==> src/rtl/rxsg_pkg.sv <==
// Shared definitions for the receive scatter writer.
// Assumes descriptors of two 32-bit words; flags in the upper half of word 0.
package rxsg_pkg;
    localparam int LEN_W      = 16;
    localparam int DESC_BYTES = 8;
    localparam int FLG_EMPTY  = 15;
    localparam int FLG_WRAP   = 13;
    localparam int FLG_LAST   = 11;
    localparam int FLG_LONG   = 5;
    localparam int FLG_TRUNC  = 0;
    localparam logic [LEN_W-1:0] BUF_MASK = 16'h3FF0;

    typedef enum logic [3:0] {
        ST_IDLE, ST_PEEK, ST_PEEKW, ST_D0, ST_D1, ST_D2,
        ST_WR, ST_CRCD, ST_WB, ST_DROP
    } rxsg_state_e;
endpackage

==> src/rtl/rxsg_crc32.sv <==
// Byte-serial CRC-32 (reflected polynomial, all-ones preset, inverted output).
// Assumes one byte per enabled cycle; clr has priority over en.
module rxsg_crc32 (
    input  logic        clk,
    input  logic        rst_n,
    input  logic        clr,
    input  logic        en,
    input  logic [7:0]  din,
    output logic [31:0] crc
);
    logic [31:0] st, nxt;

    // Fold one byte into the running remainder, bit by bit.
    always_comb begin
        nxt = st ^ {24'h0, din};
        for (int b = 0; b < 8; b++) begin
            nxt = nxt[0] ? ((nxt >> 1) ^ 32'hEDB8_8320) : (nxt >> 1);
        end
    end

    // Hold the remainder; preset on reset or clear.
    always_ff @(posedge clk) begin
        if (!rst_n || clr) st <= '1;
        else if (en)       st <= nxt;
    end

    assign crc = ~st;
endmodule

==> src/rtl/rxsg_sizer.sv <==
// Computes the stored frame size and the two oversize flags at frame start.
// Assumes trunc_lim of at least 8 so the CRC and prefix always fit.
module rxsg_sizer import rxsg_pkg::*; (
    input  logic [LEN_W-1:0] len,
    input  logic             shift,
    input  logic [LEN_W-1:0] trunc_lim,
    input  logic [LEN_W-1:0] user_lim,
    output logic [LEN_W-1:0] size,
    output logic             err_tr,
    output logic             err_lg
);
    logic [LEN_W:0] full;

    // Clip against the hard limit, then flag against the user limit.
    always_comb begin
        full   = {1'b0, len} + (LEN_W+1)'(4) + (shift ? (LEN_W+1)'(2) : '0);
        err_tr = full > {1'b0, trunc_lim};
        size   = err_tr ? trunc_lim : full[LEN_W-1:0];
        err_lg = err_tr || (size > user_lim);
    end
endmodule

==> src/rtl/rxsg_bytesel.sv <==
// Picks the byte for the current stored position: CRC tail, zero prefix or payload.
// Assumes remain counts stored bytes still to write, including this one.
module rxsg_bytesel import rxsg_pkg::*; (
    input  logic [LEN_W-1:0] remain,
    input  logic [1:0]       zero_left,
    input  logic [31:0]      crc,
    input  logic [7:0]       pay,
    output logic [7:0]       byte_o,
    output logic             in_crc,
    output logic             in_zero,
    output logic             need_pay
);
    // Classify the position and select its byte, CRC most significant byte first.
    always_comb begin
        in_crc   = remain <= LEN_W'(4);
        in_zero  = !in_crc && (zero_left != 2'd0);
        need_pay = !in_crc && !in_zero;
        if (in_crc) begin
            case (remain[2:0])
                3'd4:    byte_o = crc[31:24];
                3'd3:    byte_o = crc[23:16];
                3'd2:    byte_o = crc[15:8];
                default: byte_o = crc[7:0];
            endcase
        end else if (in_zero) begin
            byte_o = 8'h00;
        end else begin
            byte_o = pay;
        end
    end
endmodule

==> src/rtl/rxsg_writer.sv <==
// Receive scatter writer: reads descriptors, writes frame bytes one per cycle
// with byte enables, writes back length and flags, then peeks the next descriptor.
// Assumes a memory that always grants and returns read data one cycle later,
// a nonzero masked max_buf, and a source that supplies a byte whenever frm_ready.
module rxsg_writer import rxsg_pkg::*; #(
    parameter int AW = 32
) (
    input  logic             clk,
    input  logic             rst_n,
    input  logic [AW-1:0]    ring_base,
    input  logic [LEN_W-1:0] max_buf,
    input  logic [LEN_W-1:0] user_lim,
    input  logic [LEN_W-1:0] trunc_lim,
    input  logic             shift_en,
    input  logic             ring_load,
    input  logic             arm,
    input  logic             frm_start,
    input  logic [LEN_W-1:0] frm_len,
    input  logic [7:0]       frm_data,
    output logic             frm_ready,
    output logic             mem_req,
    output logic             mem_we,
    output logic [AW-1:0]    mem_addr,
    output logic [3:0]       mem_be,
    output logic [31:0]      mem_wdata,
    input  logic [31:0]      mem_rdata,
    output logic             rx_active,
    output logic             busy,
    output logic             evt_rxf,
    output logic             evt_rxb,
    output logic             evt_reject
);
    rxsg_state_e      state;
    logic [AW-1:0]    ptr, baddr, wa;
    logic [15:0]      dflags, newflags;
    logic [LEN_W-1:0] remain, blen, bcnt, pay_left, mb, sz;
    logic [1:0]       zero_left;
    logic             err_tr, err_lg, sz_tr, sz_lg;
    logic             sel_crc, sel_zero, sel_pay, accept, crc_clr, last;
    logic [7:0]       sel_byte;
    logic [31:0]      crc;

    rxsg_sizer u_sizer (
        .len(frm_len), .shift(shift_en), .trunc_lim(trunc_lim), .user_lim(user_lim),
        .size(sz), .err_tr(sz_tr), .err_lg(sz_lg)
    );

    rxsg_bytesel u_sel (
        .remain(remain), .zero_left(zero_left), .crc(crc), .pay(frm_data),
        .byte_o(sel_byte), .in_crc(sel_crc), .in_zero(sel_zero), .need_pay(sel_pay)
    );

    rxsg_crc32 u_crc (
        .clk(clk), .rst_n(rst_n), .clr(crc_clr), .en(frm_ready), .din(frm_data), .crc(crc)
    );

    // Derived control terms.
    assign mb      = max_buf & BUF_MASK;
    assign wa      = baddr + AW'(bcnt);
    assign accept  = (state == ST_IDLE) && !ring_load && frm_start;
    assign crc_clr = accept && rx_active;
    assign last    = remain == '0;
    assign busy    = state != ST_IDLE;

    // Final flags: empty cleared, last and errors added on the final descriptor.
    always_comb begin
        newflags = dflags;
        newflags[FLG_EMPTY] = 1'b0;
        if (last) begin
            newflags[FLG_LAST]  = 1'b1;
            newflags[FLG_LONG]  = dflags[FLG_LONG] | err_lg;
            newflags[FLG_TRUNC] = dflags[FLG_TRUNC] | err_tr;
        end
    end

    // Payload pull, event pulses.
    assign frm_ready  = ((state == ST_WR) && sel_pay) || (state == ST_CRCD) ||
                        ((state == ST_DROP) && (pay_left != '0));
    assign evt_rxf    = (state == ST_WB) && last;
    assign evt_rxb    = (state == ST_WB) && !last;
    assign evt_reject = accept && !rx_active;

    // Memory port driven from the current state.
    always_comb begin
        mem_req   = 1'b0;
        mem_we    = 1'b0;
        mem_addr  = ptr;
        mem_be    = 4'h0;
        mem_wdata = 32'h0;
        case (state)
            ST_PEEK, ST_D0: mem_req = 1'b1;
            ST_D1: begin
                mem_req  = mem_rdata[16+FLG_EMPTY];
                mem_addr = ptr + AW'(4);
            end
            ST_WR: begin
                if (!(sel_crc && pay_left != '0)) begin
                    mem_req   = 1'b1;
                    mem_we    = 1'b1;
                    mem_addr  = {wa[AW-1:2], 2'b00};
                    mem_be    = 4'b0001 << wa[1:0];
                    mem_wdata = {4{sel_byte}};
                end
            end
            ST_WB: begin
                mem_req   = 1'b1;
                mem_we    = 1'b1;
                mem_be    = 4'hF;
                mem_wdata = {newflags, blen};
            end
            default: ;
        endcase
    end

    // Sequencer: descriptor fetch, byte fill, write-back, drain and peek.
    always_ff @(posedge clk) begin
        if (!rst_n) begin
            state <= ST_IDLE; ptr <= '0; baddr <= '0; dflags <= '0;
            remain <= '0; blen <= '0; bcnt <= '0; pay_left <= '0;
            zero_left <= '0; err_tr <= 1'b0; err_lg <= 1'b0; rx_active <= 1'b0;
        end else begin
            case (state)
                ST_IDLE: begin
                    if (ring_load) begin
                        ptr       <= ring_base;
                        rx_active <= 1'b0;
                    end else if (frm_start) begin
                        if (rx_active) begin
                            remain    <= sz;
                            pay_left  <= frm_len;
                            zero_left <= shift_en ? 2'd2 : 2'd0;
                            err_tr    <= sz_tr;
                            err_lg    <= sz_lg;
                            state     <= ST_D0;
                        end
                    end else if (arm && !rx_active) begin
                        state <= ST_PEEK;
                    end
                end
                ST_PEEK:  state <= ST_PEEKW;
                ST_PEEKW: begin
                    rx_active <= mem_rdata[16+FLG_EMPTY];
                    state     <= ST_IDLE;
                end
                ST_D0: state <= ST_D1;
                ST_D1: begin
                    if (mem_rdata[16+FLG_EMPTY]) begin
                        dflags <= mem_rdata[31:16];
                        state  <= ST_D2;
                    end else begin
                        state <= ST_DROP;
                    end
                end
                ST_D2: begin
                    baddr <= mem_rdata[AW-1:0];
                    blen  <= (remain < mb) ? remain : mb;
                    bcnt  <= '0;
                    state <= ST_WR;
                end
                ST_WR: begin
                    if (sel_crc && pay_left != '0) begin
                        state <= ST_CRCD;
                    end else begin
                        bcnt   <= bcnt + 1'b1;
                        remain <= remain - 1'b1;
                        if (sel_zero) zero_left <= zero_left - 2'd1;
                        if (sel_pay)  pay_left  <= pay_left - 1'b1;
                        if (bcnt == blen - 1'b1) state <= ST_WB;
                    end
                end
                ST_CRCD: begin
                    pay_left <= pay_left - 1'b1;
                    if (pay_left == LEN_W'(1)) state <= ST_WR;
                end
                ST_WB: begin
                    ptr   <= dflags[FLG_WRAP] ? ring_base : ptr + AW'(DESC_BYTES);
                    state <= last ? ST_DROP : ST_D0;
                end
                ST_DROP: begin
                    if (pay_left != '0) pay_left <= pay_left - 1'b1;
                    else                state    <= ST_PEEK;
                end
                default: state <= ST_IDLE;
            endcase
        end
    end

    // no memory write is issued while idle.
    a_r12_idle_no_write: assert property (@(posedge clk) disable iff (!rst_n)
        !busy |-> !mem_we);

    // data writes touch exactly one byte lane.
    a_r4_single_lane: assert property (@(posedge clk) disable iff (!rst_n)
        (mem_we && mem_be != 4'hF) |-> ($countones(mem_be) == 1));

    // each descriptor event coincides with a full-word write-back.
    a_r7_event_writeback: assert property (@(posedge clk) disable iff (!rst_n)
        (evt_rxf || evt_rxb) |-> (mem_we && mem_be == 4'hF));

    // payload is pulled only inside a frame.
    a_r9_pull_when_busy: assert property (@(posedge clk) disable iff (!rst_n)
        frm_ready |-> busy);

    // receive-active rises only at the end of a peek.
    a_r10_rise_after_peek: assert property (@(posedge clk) disable iff (!rst_n)
        $rose(rx_active) |-> $past(busy));

    // a rejected frame leaves the block idle.
    a_r11_reject_stays_idle: assert property (@(posedge clk) disable iff (!rst_n)
        evt_reject |=> !busy);
endmodule

==> config.mk <==
export PLATFORM = sky130hd
export DESIGN_NAME = rxsg_writer
export DESIGN_NICKNAME = d
export VERILOG_FILES = /design/src/rtl/rxsg_pkg.sv /design/src/rtl/rxsg_crc32.sv /design/src/rtl/rxsg_sizer.sv /design/src/rtl/rxsg_bytesel.sv /design/src/rtl/rxsg_writer.sv
export SDC_FILE = /design/constraint.sdc
export NUM_CORES = 1
export LEC_CHECK = 0
export ABC_AREA = 1
export BUFFER_PORTS_ARGS = -buffer_cell sky130_fd_sc_hd__clkbuf_2
export CORE_MARGIN = 3
export CORE_UTILIZATION = 38
export CTS_CLUSTER_DIAMETER = 60
export DETAILED_ROUTE_END_ITERATION = 6
export PLACE_DENSITY = 0.67
export SLEW_MARGIN = 15
export SYNTH_ARGS = -nofsm -noshare
export SYNTH_HDL_FRONTEND = slang
export SYNTH_SLANG_ARGS = --single-unit
==> constraint.sdc <==
create_clock -name clk -period 4.3 [get_ports clk]
set_input_delay 0.43 -clock clk [delete_from_list [all_inputs] [get_ports clk]]
set_output_delay 0.43 -clock clk [all_outputs]
set_load 0.01 [all_outputs]
# Yosys cells after proc, flatten, opt, wreduce, memory -nomap -nowiden
# Index checks and enable logic that the tools add are counted.
[word_totals] word_cells=173 input_bits=142 output_inout_bits=76 regBits=184
[classes] eq_ne=27 n_shift=1 magnitude_cmp=4 reduce_logical=42 mux=63 n_bitwise=13 n_addsub=10
[ops] cell="two-way mux 32 bit" n=12
[ops] cell="two-way mux 16 bit" n=13
[ops] cell="one-hot mux 32 bit (2 select lines)" n=3
[ops] cell="NOT 13 -> 14 bit" n=8
[ops] cell="one-hot mux 16 bit (2 select lines)" n=2
[ops] cell="one-hot mux 16 bit (4 select lines)" n=1
[ops] cell="subtractor 16 x 1 -> 16 bit (second input constant)" n=3
[ops] cell="two-way mux 4 bit" n=11
[ops] cell="one-hot mux 4 bit (9 select lines)" n=1
[ops] cell="adder 32 x 16 -> 32 bit" n=1
[ops] cell="adder 32 x 3 -> 32 bit (second input constant)" n=1
[ops] cell="adder 32 x 4 -> 32 bit (second input constant)" n=1
[ops] cell="NOT 32 bit" n=1
[ops] cell="XOR 32 x 8 -> 32 bit" n=1
[ops] cell="one-hot mux 8 bit (3 select lines)" n=1
[ops] cell="adder 16 x 3 -> 17 bit (second input constant)" n=1
[ops] cell="adder 17 bit" n=1
[ops] cell="> comparator 17 x 16 -> 1 bit" n=1
[ops] cell="adder 16 x 1 -> 16 bit (second input constant)" n=1
[ops] cell="== test 16 x 1 -> 1 bit (second input constant)" n=1
[ops] cell="== test 16 bit" n=1
[ops] cell="== test 4 x 3 -> 1 bit (second input constant)" n=4
[ops] cell="> comparator 16 bit" n=1
[ops] cell="<= comparator 16 x 3 -> 1 bit (second input constant)" n=1
[ops] cell="36 further kinds" n=88

# Longest topological paths before layout
# Gate-level depths: netlist of the first run.
[logic_depth] word_depth=17 ltp_mapped=30 mapped_depth_nobuf=29

# Modules after synthesis
# From an unflattened synthesis of the first run, not the netlist that was laid out.
[hier_totals] hier_cells=2482 area_unflattened_um2=15320.9
[modules_own_cells] mod="rxsg_writer" area_per_inst_um2=10983.0 cells_per_inst=1752 instances=1 seq_area_each_um2=3042.9
[modules_own_cells] mod="rxsg_crc32" area_per_inst_um2=2314.7 cells_per_inst=388 instances=1 seq_area_each_um2=640.6
[modules_own_cells] mod="rxsg_sizer" area_per_inst_um2=1503.9 cells_per_inst=246 instances=1 seq_area_each_um2=0.0
[modules_own_cells] mod="rxsg_bytesel" area_per_inst_um2=519.2 cells_per_inst=96 instances=1 seq_area_each_um2=0.0

# Worst setup path before layout of the first run
# Ideal clock, no wire load.
[synth_timing] kind="input -> register" start="input shift_en" end="register err_lg" path_slack_ns=0.383 stages=27 setup_ns=0.116 required_ns=4.184 path_buffers=1 t_arrival_ns=3.801 path_cell_list="ha_1 > inv_1 > ha_1 > nor2_1 > nand4_1 > nor3_1 > nand2_1 > xor2_1 > ha_1 > nand3_1 > nor2_1 > nand3_1 > nand3_2 > nand2_4 > buf_6 > nand2_1 > nand2_1 > ha_1 > a21oi_1 > a21boi_0 > nor2_1 > o21ai_0 > o2111ai_1 > nand2_1 > nand3_1 > o211ai_1 > inv_1"
[synth_via] elab_chain_cells=6
[synth_rtl] element="start: declaration" line_no="rxsg_writer.sv:14" text="input logic shift_en,"
[synth_rtl] element="two-way mux 2 bit *" line_no="rxsg_sizer.sv:16" text="full = {1'b0, len} + (LEN_W+1)'(4) + (shift ? (LEN_W+1)'(2) : '0);"
[synth_rtl] element="adder 17 bit *" line_no="rxsg_sizer.sv:16"
[synth_rtl] element="> comparator 17 x 16 -> 1 bit" line_no="rxsg_sizer.sv:17" text="err_tr = full > {1'b0, trunc_lim};"
[synth_rtl] element="two-way mux 16 bit" line_no="rxsg_sizer.sv:18" text="size = err_tr ? trunc_lim : full[LEN_W-1:0];"
[synth_rtl] element="> comparator 16 bit" line_no="rxsg_sizer.sv:19" text="err_lg = err_tr || (size > user_lim);"
[synth_rtl] element="logical OR 1 bit *" line_no="rxsg_sizer.sv:19"
[synth_rtl] element="end signal: assignment" line_no="rxsg_writer.sv:133" text="err_lg <= sz_lg;"
[synth_rtl] element="end: declaration" line_no="rxsg_writer.sv:38" text="logic err_tr, err_lg, sz_tr, sz_lg;"
# Every way passes the cells marked *; elsewhere a longest branch is shown, timed or not.
# A chain may end at the register's enable or synchronous reset.

# Final worst setup path of the first run
[layout_timing] start="register remain[0]" end="output mem_wdata[28]"
[layout_via] elab_chain_cells=7 word_cells_on_any_way=12 cone_classes="1 x order compare; 3 x eq/ne; 5 x mux; 3 x reduce/logical"
[layout_rtl] element="start: declaration" line_no="rxsg_writer.sv:36" text="logic [LEN_W-1:0] remain, blen, bcnt, pay_left, mb, sz;"
[layout_rtl] element="start signal: assignment" line_no="rxsg_writer.sv:129" text="remain <= sz;"
[layout_rtl] element="start signal: assignment" line_no="rxsg_writer.sv:165" text="remain <= remain - 1'b1;"
[layout_rtl] element="<= comparator 16 x 3 -> 1 bit" line_no="rxsg_bytesel.sv:15" text="in_crc = remain <= LEN_W'(4);"
[layout_rtl] element="logical NOT 1 bit" line_no="rxsg_bytesel.sv:16" text="in_zero = !in_crc && (zero_left != 2'd0);"
[layout_rtl] element="logical AND 1 bit" line_no="rxsg_bytesel.sv:16"
[layout_rtl] element="two-way mux 8 bit" line_no="rxsg_bytesel.sv:25" text="end else if (in_zero) begin"
[layout_rtl] element="two-way mux 8 bit" line_no="rxsg_bytesel.sv:18" text="if (in_crc) begin"
[layout_rtl] element="two-way mux 32 bit *" line_no="rxsg_writer.sv:97" text="if (!(sel_crc && pay_left != '0)) begin"
[layout_rtl] element="one-hot mux 32 bit (2 select lines) *" line_no="rxsg_writer.sv:90" text="case (state)"
[layout_rtl] element="end: declaration" line_no="rxsg_writer.sv:25" text="output logic [31:0] mem_wdata,"
# Marks and branches as above.

==> results of run 1 <==
## flip-flops by register name, indices dropped and copies added, names as in the netlist
| signal | flops |
|---|---|
| dflags | 15 |
| baddr | 32 |
| remain | 16 |
| pay_left | 16 |
| ptr | 32 |
| err_tr | 1 |
| u_crc.st | 32 |
| err_lg | 1 |
| blen | 16 |
| state | 4 |
| bcnt | 16 |
| zero_left | 2 |
| rx_active | 1 |
## report_power, final
group          total (W)  leakage (nW)  switching, W  internal (W)
Clock            0.00168         0.280      0.000753      0.000932
Sequential       0.00229          1.49      0.000318       0.00197
Combinational    0.00409          6.09       0.00272       0.00137
## kinds of logic (layout without fill, tap and decap cells)
logic type / Yosys count / in the layout / synth area share [%]
muxes: 1 / 1 / 0.0670
DFF: 184 / 184 / 24.7
adders and majority gates: 71 / 71 / 6.00
and+or+nand+nor: 1018 / 1018 / 29.5
xor gates and xnor gates: 134 / 134 / 8.58
buffers and inverters: 404 / 601 / 10.7
AOI/OAI and AO/OA: 534 / 534 / 20.5
## metrics by stage
| step | worst slack, ns | cells | setup TNS, ns |
|---|---|---|---|
| CTS | 0.321 | 3053 | 0 |
| finish | 0.376 | 3054 | 0 |
| global placement | -0.0497 | 3022 | -0.0497 |
| floorplan | 0.383 | 2346 | 0 |
| detailed placement | -0.104 | 3022 | -0.104 |
| global route | 0.0319 | 3054 | 0 |
## cells in the final DEF, fill, tap and decap left out, types with 5 or more instances in the layout
master     Yosys  routed
a21oi_1      190     190
clkbuf_2       0     211
o21ai_1       33      34
inv_1        277     276
xor2_1        90      90
a31oi_1       11      11
o221ai_1       5       5
xnor2_1       35      35
nor2_2         8      11
ha_1          70      70
clkbuf_16      0      17
buf_4          3      45
nand3_1      213     213
a211oi_1       9       9
dfxtp_1      184     184
o21ai_0      171     170
o31ai_1        6       6
inv_2         36      37
o21bai_1       8       8
o2111ai_1      5       5
o211ai_1      47      47
nor4_1         8       8
nand4_1       31      31
nand2_1      471     471
o211ai_2       9       9
nand2_2        9       9
o22ai_1       18      18
nor2_1       212     209
nor3_1        42      39
## worst max-delay path by stage
stage / startpoint / to / slack [ns] / depth (start not counted)
global placement: shift_en / err_lg / -0.05 / 27
finish: remain[0] / mem_wdata[28] / 0.38 / 11
global route: shift_en / err_lg / 0.03 / 29
floorplan: shift_en / err_lg / 0.38 / 27
CTS: shift_en / err_lg / 0.32 / 28
detailed placement: frm_len[1] / err_lg / -0.10 / 28
## synth_stat cells, types with 18 or more instances
master    count
buf_2        20
xnor2_1      35
dfxtp_1     184
nor3_1       42
o21ai_0     171
ha_1         70
a21oi_1     190
inv_2        36
nand3_1     213
o22ai_1      18
o211ai_1     47
inv_1       277
o21ai_1      33
xor2_1       90
clkbuf_1     61
nand4_1      31
nor2_1      212
nand2_1     471
## worst max-delay path: cells and delay by family (launching register included)
kind | cells | cell delay (ns)
AOI/OAI and AO/OA | 3 | 0.65
adders and majority gates | 1 | 0.27
and+or+nand+nor | 3 | 1.02
DFF | 1 | 0.34
buffers and inverters | 4 | 0.76
## per-layer routing
layer / share of wire [%] / routed length [µm] / GRT usage (%)
met2: 44 / 23200 / 39.2
met4: 2.8 / 1490 / 7.79
met1: 46 / 24400 / 35.1
met3: 7.6 / 4060 / 3.97
met5: 0 / 0 / 0
## what timing repair did
action / CTS / global route
endpoints found under the setup margin: 0 / 1
hold endpoints to repair: 0 / 0
setup buffers: 0 / 1
gates resized for setup: 0 / 6
## final cells by class
type	count	area (µm²)	share of cell area, %
inverters	314	1180	6.86
flip-flops and latches	184	3680	21.4
well taps	511	639	3.72
multi-input cells	1758	9690	56.4
clock buffers	21	450	2.62
clock inverters	10	144	0.838
repair buffers	256	1390	8.11
==> metrics.yaml, run 1 <==
outcome: "finished clean"
wl_um: 53200
dieArea_um2: 41700
finalMaxSlewViolations: 0
nFillCells: 4034
hp-start: "mem_rdata[5]"
root_buffer: "clkbuf_16"
h-tree-depth: 4
rsz0062_at_grt: "false"
syn2layout_area_growth_pct: 15.0
cpMostUsedCell: "inv_1"
core_um2: 38200
grt_max_degree: 77
worstHoldPathType: "in2reg"
r2r-end: "bcnt[1]"
whs_ns: 0.188
slowest_stage: "nor3_2"
finalClockSkew_ns: 0.0205
cts_tree: "built"
hold_depth: 3
synth_top_area_share_pct: 24.7
final_nets: 2744
yosysSeqAreaShare_pct: 24.7
cp_max_fo: 12
place_area_um2: 16600
drv_cap: 0
tightest_slew_ns: 1.13
cts_sinks: 184
overflow: 0
die-width_um: 204
cts_max_path_buffers: 2
vias: 16600
reg2regPathDepth: 14
async_reset_ff_share_pct: 0
postLayoutCellArea_um2: 17200
avgSynthCellArea_um2: 6.36
ys.flop_type: "dfxtp_1"
fin_crit_ns: 3.92
place.gp.congestion: 0.927
critPathArrivalTime_ns: 3.49
clkTransAtPathRegs_ns: 0.09
antenna_cells: 0
drc: 0
power.leakage_nw: 7.87
place.detailed.hpwl_um: 41500
ys_top_cells_by_area: "dfxtp_1, nand2_1, nand3_1"
crit_type: "reg2out"
cts_buffers: 17
finalSetupViolations: 0
r2r_start: "remain[10]"
max_freq_ghz: 0.255
antenna_found_initial: 0
viasPerCell: 5.44
cpPeakStageDelay_ns: 0.38
firstDrtPassIters: 6
p_per_area_nw_per_um2: 470
num_rows: 71
worstSetupEndpointType: "output pin"
peakVddDrop_mv: 0.363
ant_nets: 0
slew-limit-headroom_pct: 24.9
finalPower_w: 0.00807
synth_top_area_cell: "dfxtp_1"
hold_viol_final: 0
ys_ff_latch: 184
start_util_pct: 39.1
clock_latency_ns: 0.46
yosysUniqueCellTypes: 60
grt_usage_pct: 24.9
avgRoutedWirePerCell_um: 17.4
period_share_pct: 91.3
synth_fp_nets: 2559
io_pins: 218
startpoint_type: "flop"
rrSetupSlack_ns: 1.36
grt_pass1_vias: 15400
min_delay_worst_endpoint: "baddr[5]"
crit_chain: "inv_1, ha_1, nand2_1, inv_1, nor3_2, inv_1, o211ai_1, o21ai_0, nand2_1, o21ai_0, clkbuf_2"
grt_pass1_wl_um: 82700
synth_edf_count: 0
cts_hold_buf: 0
syn_inst: 2346
crit_required_ns: 3.87
synth_warnings: 0
portBuffers: 211
die_h_um: 204
drive_gt1_share_pct: 14.9
drtIter0Drc: 1570
final_util_pct: 45.0
synth_area_um2: 14900
No activity file was read; power rests on OpenSTA's default activity.
==> inputs of run 2 (changes only) <==
--- a/config.mk
+++ b/config.mk
@@ -15,4 +15,5 @@
 export SLEW_MARGIN = 15
 export SYNTH_ARGS = -nofsm -noshare
 export SYNTH_HDL_FRONTEND = slang
+export SYNTH_HIERARCHICAL = 1
 export SYNTH_SLANG_ARGS = --single-unit
==> run 2 against run 1 <==
- synthesized area rose by 2.6%
- first-iteration DRC count rose by 7.2%
- clock-buffer cell count did not move
- routed wire length rose by 7.8%
- worst hold slack got worse by 0.0034 ns
- final cell count rose by 4.6%
- power rose by 7.5%
- critical path depth rose by 1
- die area rose by 2.5%
- non-clock buffer count fell by 15
- clock skew fell by 0.0073 ns
- critical endpoint is now mem_wdata[19]
- largest power group unchanged
==> metrics.yaml, run 2 <==
synthMuxAreaShare_pct: 0.0653  # -0.0017 points
critPathArrivalTime_ns: 3.51  # +0.02 ns
fin_crit_ns: 3.94  # +0.0148 ns
p_sw_w: 0.00427  # +13%
synthAdderAreaFrac_pct: 5.52  # -0.48 points
yosysUniqueCellTypes: 67  # +12%
vias: 17700  # +6.5%
cts_sinks: 184  # unchanged
cts_tree: "built"
io_pins: 218  # unchanged
mostFrequentLayoutCells: "nand2_1, inv_1, clkbuf_2, o21ai_0, nand3_1"
num_rows: 72  # +1.4%
startpoint_type: "flop"
synth_top_area_cell: "dfxtp_1"
slowest_stage: "dfxtp_1"
reg_top3: "baddr (32), ptr (32), u_crc/st (32)"
nFillCells: 4266  # +5.8%
synth_top_family_by_area: "simple AND/OR/NAND/NOR gates"
synth-xor-area-share_pct: 4.12  # -4.5 points
drv_cap: 0  # unchanged
drive_gt1_share_pct: 14.0  # -0.97 points
avgRoutedWirePerCell_um: 18.0  # +3.1%
cts_setup_buffers: 0  # unchanged
synth_area_um2: 15300  # +2.6%
antenna_cells: 0  # unchanged
yosysSeqAreaShare_pct: 24.0  # -0.63 points
grt_max_degree: 52  # -32%
dieArea_um2: 42800  # +2.5%
place.detailed.hpwl_um: 45600  # +9.8%
grt_pass1_vias: 16500  # +7.3%
hold_viol_final: 0  # unchanged
synth_top_area_share_pct: 24.0  # -0.63 points
clkPwrFrac_pct: 19.3  # -1.6 points
root_buffer: "clkbuf_16"
finalSetupViolations: 0  # unchanged
viasPerCell: 5.54  # +1.8%
ys.flop_type: "dfxtp_1"
die-width_um: 207  # +1.3%
placed_cells: 3159  # +4.5%
crit_chain: "nor2_8, nor2_2, inv_2, nand3_2, inv_2, nand2_2, nand2_4, clkinv_1, buf_4, nand2_1, o21ai_0, clkbuf_2"
intPower_w: 0.00440  # +3.0%
cts_repair_resize_count: 0  # unchanged
worstSetupEndpointType: "output pin"
synth-compound-area-share_pct: 20.4  # -0.097 points
slew-limit-headroom_pct: 40.6  # +16 points
synth_warnings: 6  # +6
final_common_cell: "nand2_1"
die_h_um: 207  # +1.3%
ys_ff_latch: 184  # unchanged
place.gp.congestion: 0.961  # +3.7%
start_util_pct: 39.0  # -0.083 points
finalClockSkew_ns: 0.0133  # -0.00726 ns
syn2layout_area_growth_pct: 14.0
max_freq_ghz: 0.254  # -0.38%
cts_hold_buf: 0  # unchanged
cp_max_fo: 27  # +15
ys_top_cells_by_area: "dfxtp_1, nand2_1, inv_1"
worstHoldPathType: "in2reg"
clkTransAtPathRegs_ns: 0.07  # -0.02 ns
grt_pass1_wl_um: 89300  # +7.9%
ant_nets: 0  # unchanged
yosys.area_share.simple_pct: 35.3  # +5.8 points
overflow: 0  # unchanged
h-tree-depth: 4  # unchanged
crit_required_ns: 3.87  # about the same
cpPeakStageDelay_ns: 0.78  # +0.40 ns
avgSynthCellArea_um2: 6.17  # -3.0%
period_share_pct: 91.6  # +0.34 points
cts_max_path_buffers: 2  # unchanged
rsz0062_at_grt: "false"
pwr-share-comb_pct: 52.4  # +1.7 points
cpMostUsedCell: "inv_2"
crit_type: "reg2out"
cts_buffers: 17  # unchanged
core_um2: 39300  # +2.8%
finalPower_w: 0.00868  # +7.5%
layout.cells.non_filler: 3195  # +4.6%
synthTopCellsByCount: "nand2_1, inv_1, o21ai_0, nand3_1, nor2_1"
p_per_area_nw_per_um2: 497  # +5.8%
seq_power_share_pct: 28.3  # about the same
clock_latency_ns: 0.46  # about the same
portBuffers: 211  # unchanged
async_reset_ff_share_pct: 0  # unchanged
final_nets: 2874  # +4.7%
sw_frac_of_total_pct: 49.3  # +2.3 points
drtIter0Drc: 1683  # +7.2%
drc: 0  # unchanged
firstDrtPassIters: 6  # unchanged
tns_ns: 0  # unchanged
antenna_found_initial: 4  # +4
synth_edf_count: 0  # unchanged
peakVddDrop_mv: 0.402  # +11%
wl_um: 57400  # +7.8%
outcome: "finished clean"
grt_usage_pct: 26.5  # +1.6 points
power.leakage_nw: 8.11  # +3.0%
yosysMostFrequentCell: "nand2_1"
synth_fp_nets: 2691  # +5.2%
finalMaxSlewViolations: 0  # unchanged
tightest_slew_ns: 0.886  # -0.239 ns
syn_inst: 2482  # +5.8%
run 2: cell count changes after synthesis, sizes merged, moves of 18 or more:
cell    previous run  this run
nand2            484       657
xor2              91        49
nand4             31        57
o211ai            56        31
xnor2             42        23
o21ai            205       223
run 2: logic make-up after synthesis:
logic type               Yosys count
adder cells (fa/ha/maj)           67
AND/OR/NAND/NOR                 1206
flip-flops                       184
multiplexers                       1
buffers and inverters            403
XOR/XNOR                          72
AO/OA/AOI/OAI                    549
run 2: per-layer routing:
metal	wire (µm)	track usage [%]	share of wire (%)
met3	4690	5.49	8.2
met1	25900	36.5	45
met2	24800	40.9	43
met5	58	0	0.10
met4	1950	9.97	3.4
run 2: final timing paths:
| check | startpoint | slack, ns | end | depth (start not counted) |
|---|---|---|---|---|
| worst max-delay path | remain[0] | 0.36 | mem_wdata[19] | 12 |
| worst min-delay path | mem_rdata[3] | 0.18 | baddr[3] | 2 |
| worst max register to register | remain[0] | 1.16 | remain[5] | 13 |
| worst min register to register | dflags[12] | 0.46 | dflags[12] | 2 |
run 2: power groups by stage:
stage               logic (W)  registers (W)  clock network [W]
global route          0.00510        0.00250            0.00176
finish                0.00455        0.00246            0.00167
CTS                   0.00449        0.00244            0.00170
detailed placement    0.00447        0.00247                  0
global placement      0.00441        0.00247                  0
floorplan             0.00327        0.00232                  0
run 2: final cells by class:
type	count	area (µm²)	share of cell area [%]
Clock buffer	21	480	2.75
Clock inverter	10	116	0.666
Inverter	326	1230	7.02
Multi-Input combinational cell	1895	10000	57.4
Sequential cell	184	3680	21.1
Tap cell	518	648	3.71
Timing Repair Buffer	241	1280	7.34
run 2: per-stage QoR:
stage               cell area, µm²  utilization, %  setup WS (ns)  hold slack, ns
global placement             16800            42.8         0.0967           0.436
finish                       17500            44.5          0.361           0.184
floorplan                    15300               -          0.559           0.425
detailed placement           16800            42.8         0.0268           0.447
global route                 17500            44.5         0.0906           0.179
CTS                          17400            44.4          0.378           0.165
run 2: critical path, delay by kind of cell (launching register included):
family | cells | cell delay [ns]
AOI/OAI and AO/OA | 1 | 0.30
buffers and inverters | 5 | 0.88
DFF | 1 | 0.78
and+or+nand+nor | 6 | 1.06
==> inputs of run 3 (changes only) <==
--- a/config.mk
+++ b/config.mk
@@ -11,7 +11,7 @@
 export CORE_UTILIZATION = 38
 export CTS_CLUSTER_DIAMETER = 60
 export DETAILED_ROUTE_END_ITERATION = 6
-export PLACE_DENSITY = 0.67
+export PLACE_DENSITY = 0.69
 export SLEW_MARGIN = 15
 export SYNTH_ARGS = -nofsm -noshare
 export SYNTH_HDL_FRONTEND = slang
==> constraint.sdc (replaced) <==
create_clock -name clk -period 3.46 [get_ports clk]
set_input_delay 0.346 -clock clk [delete_from_list [all_inputs] [get_ports clk]]
set_output_delay 0.346 -clock clk [all_outputs]
set_load 0.01 [all_outputs]
==> run 3 against run 2 <==
- global-route usage grew 0.29 points
- die area is the same
- sequential cell count is the same
- combinational power grew 36%
- critical path depth grew 16
- non-clock buffer count grew 105
- worst setup slack lost 0.31 ns
- clock-buffer cell count shrank 3
- core utilization grew 3.1 points
- power grew 30%
==> metrics.yaml, run 3 (same netlist as run 2, synthesis figures left out) <==
r2r-end: "u_crc/st[7]"
cts_sinks: 184  # unchanged
avgRoutedWirePerCell_um: 18.1  # +0.64%
finalClockSkew_ns: 0.0169  # +0.00362 ns
cpPeakStageDelay_ns: 0.28  # -0.50 ns
final_util_pct: 47.6  # +3.1 points
mostFrequentLayoutCells: "nand2_1, inv_1, clkbuf_2, o21ai_0, nand3_1"
hold_viol_final: 0  # unchanged
critPathArrivalTime_ns: 3.76  # +0.25 ns
root_buffer: "clkbuf_16"
finalMaxSlewViolations: 0  # unchanged
cts_max_path_buffers: 2  # unchanged
num_rows: 72  # unchanged
rsz0062_at_grt: "true"
outcome: "finished clean"
reg_top3: "baddr (32), ptr (32), u_crc/st (32)"
io_pins: 218  # unchanged
rrSetupSlack_ns: 0.76  # -0.40 ns
hold_depth: 2  # unchanged
place.gp.congestion: 1.02  # +5.7%
r2r_start: "remain[5]"
sw_frac_of_total_pct: 49.2  # about the same
viasPerCell: 5.53  # -0.14%
pwr-share-comb_pct: 54.7  # +2.3 points
p_per_area_nw_per_um2: 605  # +22%
antenna_found_initial: 2  # -2
firstDrtPassIters: 6  # unchanged
vias: 18300  # +3.3%
hp-start: "mem_rdata[3]"
cp_max_fo: 8  # -70%
drv_cap: 0  # unchanged
dp_slack_ns: -0.463  # -0.490 ns
period_share_pct: 98.5
syn2layout_area_growth_pct: 22.0
grt_pass1_wl_um: 90300  # +1.2%
fin_crit_ns: 3.41
cts_buffers: 17  # unchanged
h-tree-depth: 4  # unchanged
fin_ws_ns: 0.0520  # -0.309 ns
finalSetupViolations: 0  # unchanged
overflow: 0  # unchanged
p_sw_w: 0.00557  # +30%
grt_max_degree: 39  # -25%
multi_input_area_um2: 10400  # +3.8%
grt_pass1_vias: 16700  # +1.3%
seqCellArea_um2: 3690  # about the same
cts_tree: "built"
die_h_um: 207  # unchanged
start_util_pct: 39.0  # unchanged
nFillCells: 4104  # -3.8%
reg2regPathDepth: 13  # unchanged
drtIter0Drc: 1949  # +16%
drc: 0  # unchanged
worstHoldPathType: "in2reg"
cpMostUsedCell: "nand2_1"
die-width_um: 207  # unchanged
power.leakage_nw: 8.68  # +7.0%
worstSetupEndpointType: "flop"
ant_nets: 0  # unchanged
intPower_w: 0.00574  # +30%
tightest_slew_ns: 0.957  # +0.0710 ns
clkTransAtPathRegs_ns: 0.08  # about the same
final_common_cell: "nand2_1"
core_um2: 39300  # unchanged
peakVddDrop_mv: 0.363  # -9.7%
crit_required_ns: 3.81  # -0.06 ns
wl_um: 59700  # +4.1%
clkPwrFrac_pct: 18.6  # -0.7 points
dieArea_um2: 42800  # unchanged
portBuffers: 211  # unchanged
slowest_stage: "ha_4"
crit_type: "in2reg"
slew-limit-headroom_pct: 36.1  # -4.5 points
startpoint_type: "primary input"
final_nets: 2981  # +3.7%
place.detailed.hpwl_um: 47000  # +3.2%
drive_gt1_share_pct: 19.3  # +5.3 points
min_delay_worst_endpoint: "baddr[3]"
max_freq_ghz: 0.293
seq_power_share_pct: 26.7  # -1.6 points
clock_latency_ns: 0.46  # about the same
grt_usage_pct: 26.8  # +0.29 points
[run 3: worst max-delay path: cells and delay by family]
| kind | cells | cell delay (ns) |
|---|---|---|
| AND/OR/NAND/NOR | 18 | 1.93 |
| adder cells (fa/ha/maj) | 4 | 0.83 |
| buffers and inverters | 4 | 0.38 |
| AO/OA/AOI/OAI | 2 | 0.25 |
[run 3: power by group through the flow]
stage | Combinational (W) | Clock, W | Sequential, W
after floorplan | 0.00408 | 0 | 0.00289
after global placement | 0.00577 | 0 | 0.00304
after detailed placement | 0.00590 | 0 | 0.00305
after CTS | 0.00594 | 0.00214 | 0.00300
after global routing | 0.00685 | 0.00221 | 0.00307
final | 0.00618 | 0.00210 | 0.00303
[run 3: per-layer routing]
layer | vias up | track usage (%) | wire, µm
li1 | 8857 | - | -
met1 | 8543 | 37.0 | 26500
met2 | 764 | 41.9 | 26500
met3 | 121 | 4.45 | 4640
met4 | 2 | 10.4 | 2090
met5 | - | 0 | 7
[run 3: area by class of cell]
cell class	count	area share, %
diodes	1	0.0134
clock buffers	18	2.35
clock inverters	14	0.877
inverters	326	6.56
multi-input cells	1897	55.7
flip-flops and latches	184	19.7
well taps	518	3.47
repair buffers	346	11.3
[run 3: worst max path at each step]
stage                     cells after the start       start     end  slack, ns
after floorplan                              27  frm_len[1]  err_lg       0.04
after global placement                       28    shift_en  err_lg      -0.38
after detailed placement                     25    shift_en  err_lg      -0.46
after CTS                                    25    shift_en  err_lg       0.03
after global routing                         31    shift_en  err_lg      -0.17
final                                        28    shift_en  err_lg       0.05
[run 3: stage by stage]
| stage | instances | setup TNS, ns | hold slack [ns] | cell area [µm²] | total power [W] |
|---|---|---|---|---|---|
| floorplan | 2482 | 0 | 0.425 | 15400 | 0.00696 |
| global placement | 3249 | -0.379 | 0.439 | 17600 | 0.00881 |
| detailed placement | 3249 | -0.463 | 0.448 | 17600 | 0.00894 |
| CTS | 3281 | 0 | 0.0854 | 18200 | 0.0111 |
| global route | 3304 | -0.181 | 0.0979 | 18700 | 0.0121 |
| finish | 3304 | 0 | 0.0936 | 18700 | 0.0113 |
[run 3: what timing repair did]
item,CTS,global route
hold buffers,0,0
buffers inserted,0,20
setup endpoints to repair,8,15
cloned,0,2
gates resized for setup,4,74
pin swaps,0,37
